## config.mk

```make
export PLATFORM = sky130hd
export DESIGN_NAME = gpt_bank
export DESIGN_NICKNAME = d
export VERILOG_FILES = /design/src/rtl/gpt_pkg.sv /design/src/rtl/gpt_decode.sv /design/src/rtl/gpt_channel.sv /design/src/rtl/gpt_irq.sv /design/src/rtl/gpt_bank.sv
export SDC_FILE = /design/constraint.sdc
export NUM_CORES = 1
export LEC_CHECK = 0
export CAP_MARGIN = 5
export CORE_ASPECT_RATIO = 2
export CORE_MARGIN = 1.5
export CORE_UTILIZATION = 65
export CTS_CLUSTER_SIZE = 30
export DETAILED_ROUTE_END_ITERATION = 10
export PLACE_DENSITY = 0.83
export SLEW_MARGIN = 5
export SYNTH_ARGS = -nofsm -noshare
export SYNTH_HDL_FRONTEND = slang
export SYNTH_SLANG_ARGS = --single-unit
```

## constraint.sdc

```tcl
create_clock -name clk -period 5.7 [get_ports clk]
set_input_delay 1.14 -clock clk [delete_from_list [all_inputs] [get_ports clk]]
set_output_delay 1.14 -clock clk [all_outputs]
set_load 0.02 [all_outputs]
```

## src/rtl/gpt_pkg.sv

```systemverilog
package gpt_pkg;

    typedef enum logic [1:0] {
        MODE_ONCE   = 2'd0,
        MODE_REPEAT = 2'd1,
        MODE_ONCE2  = 2'd2,
        MODE_FREE   = 2'd3
    } mode_e;

    typedef enum logic [1:0] {
        SEL_CTRL  = 2'd0,
        SEL_CLK   = 2'd1,
        SEL_COUNT = 2'd2,
        SEL_CMP   = 2'd3
    } reg_sel_e;

    typedef struct packed {
        logic  run;
        mode_e mode;
    } ctrl_t;

    typedef struct packed {
        logic       slow;
        logic [3:0] div;
    } clkcfg_t;

    localparam int CTRL_RUN_BIT   = 0;
    localparam int CTRL_CLEAR_BIT = 1;
    localparam int DIV_HALF_CODE  = 1;

    function automatic logic [31:0] ctrl_word(ctrl_t c);
        return {26'd0, c.mode, 3'b000, c.run};
    endfunction

    function automatic logic [31:0] clk_word(clkcfg_t c);
        return {27'd0, c.slow, c.div};
    endfunction

    function automatic logic div_is_half(logic [3:0] d);
        return d == 4'(DIV_HALF_CODE);
    endfunction

    function automatic logic stops_on_match(mode_e m);
        return (m == MODE_ONCE) || (m == MODE_ONCE2);
    endfunction

endpackage

```

## src/rtl/gpt_decode.sv

```systemverilog
module gpt_decode
    import gpt_pkg::*;
#(
    parameter int NUM_CH = 6,
    parameter int ADDR_W = 8
) (
    input  logic [ADDR_W-1:0] addr,
    output logic              glb_hit,
    output logic [NUM_CH-1:0] ch_hit,
    output reg_sel_e          sel
);
    localparam int IDX_W = ADDR_W - 4;

    logic [IDX_W-1:0] idx;
    logic [1:0]       unused_lsb;

    assign idx        = addr[ADDR_W-1:4];
    assign sel        = reg_sel_e'(addr[3:2]);
    assign glb_hit    = (idx == '0);
    assign unused_lsb = addr[1:0];

    for (genvar i = 0; i < NUM_CH; i++) begin : g_hit
        assign ch_hit[i] = (idx == IDX_W'(i + 1));
    end
endmodule

```

## src/rtl/gpt_channel.sv

```systemverilog
module gpt_channel
    import gpt_pkg::*;
#(
    parameter int CNT_W = 32
) (
    input  logic             clk,
    input  logic             rst,
    input  logic             fast_tick,
    input  logic             slow_tick,
    input  logic             wr_ctrl,
    input  logic             wr_clk,
    input  logic             wr_cmp,
    input  logic [31:0]      wdata,
    input  reg_sel_e         rd_sel,
    output logic [31:0]      rd_word,
    output logic             run_o,
    output logic [1:0]       mode_o,
    output logic [CNT_W-1:0] cnt_o,
    output logic             match_o
);
    ctrl_t            ctrl_q;
    clkcfg_t          cfg_q;
    logic [CNT_W-1:0] cnt_q;
    logic [CNT_W-1:0] cmp_q;
    logic             phase_q;

    logic             tick;
    logic             half;
    logic             advance;
    logic             hit;
    logic             clear_req;
    logic [CNT_W-1:0] cnt_next;

    assign tick      = cfg_q.slow ? slow_tick : fast_tick;
    assign half      = div_is_half(cfg_q.div);
    assign advance   = ctrl_q.run && tick && (!half || phase_q);
    assign cnt_next  = cnt_q + 1'b1;
    assign hit       = advance && (ctrl_q.mode != MODE_FREE) && (cnt_next == cmp_q);
    assign clear_req = wr_ctrl && wdata[CTRL_CLEAR_BIT];

    always_ff @(posedge clk) begin
        if (rst) begin
            ctrl_q  <= '0;
            cfg_q   <= '0;
            cnt_q   <= '0;
            cmp_q   <= '0;
            phase_q <= 1'b0;
        end else begin
            if (clear_req) begin
                phase_q <= 1'b0;
            end else if (ctrl_q.run && tick && half) begin
                phase_q <= ~phase_q;
            end

            if (wr_ctrl) begin
                ctrl_q.run  <= wdata[CTRL_RUN_BIT];
                ctrl_q.mode <= mode_e'(wdata[5:4]);
            end else if (hit && stops_on_match(ctrl_q.mode)) begin
                ctrl_q.run <= 1'b0;
            end

            if (clear_req) begin
                cnt_q <= '0;
            end else if (hit && ctrl_q.mode == MODE_REPEAT) begin
                cnt_q <= '0;
            end else if (advance) begin
                cnt_q <= cnt_next;
            end

            if (wr_clk) begin
                cfg_q.slow <= wdata[4];
                cfg_q.div  <= wdata[3:0];
            end

            if (wr_cmp) begin
                cmp_q <= wdata[CNT_W-1:0];
            end
        end
    end

    always_comb begin
        unique case (rd_sel)
            SEL_CTRL:  rd_word = ctrl_word(ctrl_q);
            SEL_CLK:   rd_word = clk_word(cfg_q);
            SEL_COUNT: rd_word = 32'(cnt_q);
            SEL_CMP:   rd_word = 32'(cmp_q);
            default:   rd_word = '0;
        endcase
    end

    assign run_o   = ctrl_q.run;
    assign mode_o  = ctrl_q.mode;
    assign cnt_o   = cnt_q;
    assign match_o = hit;
endmodule

```

## src/rtl/gpt_irq.sv

```systemverilog
module gpt_irq #(
    parameter int NUM_CH = 6
) (
    input  logic              clk,
    input  logic              rst,
    input  logic              wr_mask,
    input  logic              wr_ack,
    input  logic [31:0]       wdata,
    input  logic [NUM_CH-1:0] match,
    output logic [NUM_CH-1:0] pend_o,
    output logic [NUM_CH-1:0] mask_o,
    output logic              irq_o
);
    logic [NUM_CH-1:0] pend_q;
    logic [NUM_CH-1:0] mask_q;
    logic [NUM_CH-1:0] ack_bits;
    logic              unused_hi;

    assign ack_bits  = wr_ack ? wdata[NUM_CH-1:0] : '0;
    assign unused_hi = ^wdata[31:NUM_CH];

    always_ff @(posedge clk) begin
        if (rst) begin
            pend_q <= '0;
            mask_q <= '0;
        end else begin
            pend_q <= (pend_q & ~ack_bits) | match;
            if (wr_mask) begin
                mask_q <= wdata[NUM_CH-1:0];
            end
        end
    end

    assign pend_o = pend_q;
    assign mask_o = mask_q;
    assign irq_o  = |(pend_q & mask_q);
endmodule

```

## src/rtl/gpt_bank.sv

```systemverilog
module gpt_bank
    import gpt_pkg::*;
#(
    parameter int NUM_CH = 6,
    parameter int CNT_W  = 32,
    parameter int ADDR_W = 8
) (
    input  logic              clk,
    input  logic              rst,
    input  logic              fast_tick,
    input  logic              slow_tick,
    input  logic              wr_en,
    input  logic [ADDR_W-1:0] addr,
    input  logic [31:0]       wdata,
    output logic [31:0]       rdata,
    output logic              irq
);
    localparam int SPAN = (NUM_CH + 1) * 16;

    initial begin
        if (SPAN > (1 << ADDR_W)) $error("address width too small for channel count");
        if (CNT_W > 32 || NUM_CH > 32) $error("width exceeds data bus");
    end

    logic                         glb_hit;
    logic [NUM_CH-1:0]            ch_hit;
    reg_sel_e                     sel;
    logic [NUM_CH-1:0]            ch_wr_ctrl;
    logic [NUM_CH-1:0]            ch_en;
    logic [NUM_CH-1:0][1:0]       ch_mode;
    logic [NUM_CH-1:0][CNT_W-1:0] ch_cnt;
    logic [NUM_CH-1:0][31:0]      ch_rd;
    logic [NUM_CH-1:0]            ch_match;
    logic [NUM_CH-1:0]            pend_q;
    logic [NUM_CH-1:0]            ien_q;

    gpt_decode #(.NUM_CH(NUM_CH), .ADDR_W(ADDR_W)) u_dec (
        .addr    (addr),
        .glb_hit (glb_hit),
        .ch_hit  (ch_hit),
        .sel     (sel)
    );

    for (genvar i = 0; i < NUM_CH; i++) begin : g_ch
        assign ch_wr_ctrl[i] = wr_en && ch_hit[i] && (sel == SEL_CTRL);

        gpt_channel #(.CNT_W(CNT_W)) u_ch (
            .clk       (clk),
            .rst       (rst),
            .fast_tick (fast_tick),
            .slow_tick (slow_tick),
            .wr_ctrl   (ch_wr_ctrl[i]),
            .wr_clk    (wr_en && ch_hit[i] && (sel == SEL_CLK)),
            .wr_cmp    (wr_en && ch_hit[i] && (sel == SEL_CMP)),
            .wdata     (wdata),
            .rd_sel    (sel),
            .rd_word   (ch_rd[i]),
            .run_o     (ch_en[i]),
            .mode_o    (ch_mode[i]),
            .cnt_o     (ch_cnt[i]),
            .match_o   (ch_match[i])
        );
    end

    gpt_irq #(.NUM_CH(NUM_CH)) u_irq (
        .clk     (clk),
        .rst     (rst),
        .wr_mask (wr_en && glb_hit && (sel == SEL_CTRL)),
        .wr_ack  (wr_en && glb_hit && (sel == SEL_COUNT)),
        .wdata   (wdata),
        .match   (ch_match),
        .pend_o  (pend_q),
        .mask_o  (ien_q),
        .irq_o   (irq)
    );

    always_comb begin
        rdata = '0;
        if (glb_hit) begin
            if (sel == SEL_CTRL)  rdata = 32'(ien_q);
            if (sel == SEL_COUNT) rdata = 32'(pend_q);
        end
        for (int i = 0; i < NUM_CH; i++) begin
            if (ch_hit[i]) rdata = ch_rd[i];
        end
    end
endmodule

```

==> flow_summary.ini <==
[critical_path]
worstPathArrival_ns = 4.34
cpPeakStageDelay_ns = 0.73
crit_required_ns = 4.56
cp-start-kind = primary input
cp_cell_sequence = buf_8 -> buf_4 -> mux2i_1 -> o22ai_1 -> nor2_1 -> nand3_1 -> clkdlybuf4s50_1
end_kind = primary output
worstSetupPathType = primary input to primary output
crit_slowest_cell = mux2i_1
crit_fanout = 92

[logic_synthesis]
synth-edff-count = 0
synth_largest_area_cell = dfxtp_1
ys_warn_count = 0
synth_area_mm2 = 0.0289
ys.flop_type = dfxtp_1
syn_nets = 3862
synth_cell_type_count = 87
ys_seq_elements = 450
syn_inst = 3811
synth_top_cell_area_share_pct = 31.2
synthTopCellsByArea = dfxtp_1 31%, nand2_1 9.0%, xnor2_1 8.9%
syn_avg_cell_area_um2 = 7.58
synth_seq_area_share_pct = 31.2
synthArstFlopShare_pct = 0

[run]
cap_violations = 0

[clocking]
postCtsHoldBufs = 0
cts_setup_buffers = 0
post_cts_resize_count = 0
cts_tree = built
clk_path_buf_depth = 3
clk_latency_ns = 0.59
root_buffer = clkbuf_16
clk_pin_slew_worst_paths_ns = 0.06
htreeDepth = 2
numCtsBuffers = 42
cts_sinks = 450

[global_routing]
grt_max_degree = 121
grt_usage_pct = 48.1
grt_pass1_vias = 28273
antenna_found_initial = 3
grt_pass1_wl_mm = 168
overflow = 0

[layout]
nets = 3732
drive_above_1_share_pct = 7.35
final_util_pct = 70.6
instances_no_fill = 4270
area_delta_synth_final_pct = 7.73

[die]
dieWidth_um = 152
die_y_um = 301
coreArea_mm2 = 0.0441
io_pins = 78
dieArea_mm2 = 0.0458
fp-row-count = 109
start_util_pct = 65.5

[drt]
viasPerCell = 6.87
wl_mm = 113
post-route-drc-count = 0
drtIter0Drc = 2989
drtPass1Iterations = 6
ant_nets = 0
vias = 29353
wl_per_cell_um = 26.4

[timing]
finalSetupTns_ns = 0
worst_slew_pin_slew_ns = 1.32
fin_crit_sh_pct = 96.2
max-slew-margin-rel_pct = 11.9
hold_viol_final = 0
fmax_mhz = 182
min_period_ns = 5.48
rsz0062_at_grt = no
finalSetupViolations = 0
finClkSkew_ns = 0.0344
report.final.slew_viol_count = 0

[placement]
place_hpwl_mm = 80.4
placed_cells = 4192
place.gp.congestion = 1.05
portBuffers = 75

[status]
status = finished clean

[pwr]
leakagePower_nw = 10.5
peakVddDrop_mv = 0.279
powerDensity_mw_per_mm2 = 213

[min_path]
hp-class = register to register
-- registers in the layout, summed over array words and instances, names as in the netlist --
name               flops
u_irq.pend_o           6
g_ch.u_ch.phase_q      6
g_ch.u_ch.mode_o      12
g_ch.u_ch.cfg_q       30
g_ch.u_ch.cnt_o      192
g_ch.u_ch.cmp_q      192
g_ch.u_ch.run_o        6
u_irq.mask_o           6
-- cell type report --
class                           instances  area, um2
Antenna cell                            2       5.00
Clock buffer                           61       1190
Tap cell                              555        694
Timing Repair Buffer                  148       1340
Fill cell                            3725      12900
Inverter                               38        143
Multi-Input combinational cell       3001      18500
Clock inverter                         15        258
Sequential cell                       450       9010
-- cells in the mapped netlist (all sizes together) (78+ instances only) --
| master | instances |
|---|---|
| mux2 | 78 |
| xor2 | 150 |
| nand2 | 691 |
| o21ai | 83 |
| mux2i | 140 |
| nand4 | 93 |
| dfxtp | 450 |
| nor3 | 189 |
| a21oi | 267 |
| xnor2 | 292 |
| nor2 | 285 |
| clkbuf | 247 |
| nand3 | 180 |
-- cell families after synthesis --
group | Yosys count | share of synthesized area [%]
xor gates and xnor gates | 444 | 13.6
DFF | 450 | 31.2
buffers and inverters | 360 | 5.11
AOI/OAI and AO/OA | 588 | 12.3
adders and majority gates | 7 | 0.295
and+or+nand+nor | 1732 | 28.7
muxes | 230 | 8.83
-- cells in the final DEF (no fill, tap or decap), types with 24 or more instances in the layout --
cell             netlist  layout
nor3_1               189     189
nand4_1               92      92
xor2_1               150     150
nand2_1              691     691
a21oi_1              266     264
o21ai_0               82      82
buf_4                  8      71
inv_1                 38      38
mux2_2                78      78
nand3_1              179     179
or4_1                 29      29
mux2i_1              140     140
xnor2_1              292     292
nor4_1                52      51
clkdlybuf4s50_1        0      72
nor2_1               285     277
a22oi_1               32      32
clkbuf_16              0      43
dfxtp_1              450     450
and3_1                33      33
or3_1                 24      24
o22ai_1               69      69
-- power by group --
group          internal [mW]  total [mW]  switching [mW]
clock                   1.78        3.12            1.34
sequential              3.15        3.16         0.00841
combinational         0.0958       0.361           0.265
-- metal layers --
layer,vias up,track usage [%],routed length (um)
met5,-,0,38
met4,4,52.6,15000
met3,790,12.5,11600
li1,13039,-,-
met1,13681,46.5,34400
met2,1839,79.5,51700
-- through the flow --
stage | instance area, um2 | power, mW | hold slack (ns) | setup slack, ns
2_1_floorplan | 28900 | 3.41 | 0.445 | 1.25
3_3_place_gp | 29600 | 3.56 | 0.464 | 0.536
3_5_place_dp | 29600 | 3.56 | 0.471 | 0.514
4_1_cts | 31100 | 6.58 | 0.479 | 0.499
5_1_grt | 31100 | 6.74 | 0.500 | 0.268
6_report | 31100 | 6.63 | 0.482 | 0.216
-- final timing paths --
check                                                         start                             endpoint  slack (ns)  depth (start not counted)
worst max-delay path                                        addr[2]                            rdata[24]        0.22                          7
worst min-delay path            g_ch[0].u_ch.cmp_q[20]$_SDFFE_PP0P_  g_ch[0].u_ch.cmp_q[20]$_SDFFE_PP0P_        0.48                          2
worst max register to register   g_ch[2].u_ch.cnt_o[0]$_SDFFE_PP0P_  g_ch[2].u_ch.cnt_o[28]$_SDFFE_PP0P_        1.29                         10
worst min register to register  g_ch[0].u_ch.cmp_q[20]$_SDFFE_PP0P_  g_ch[0].u_ch.cmp_q[20]$_SDFFE_PP0P_        0.48                          2
-- critical path, delay by kind of cell --
family | cells | cell delay [ns]
buffers and inverters | 3 | 1.88
muxes | 1 | 0.73
and+or+nand+nor | 2 | 0.34
AOI/OAI and AO/OA | 1 | 0.18
(Power assumes the default switching activity.)
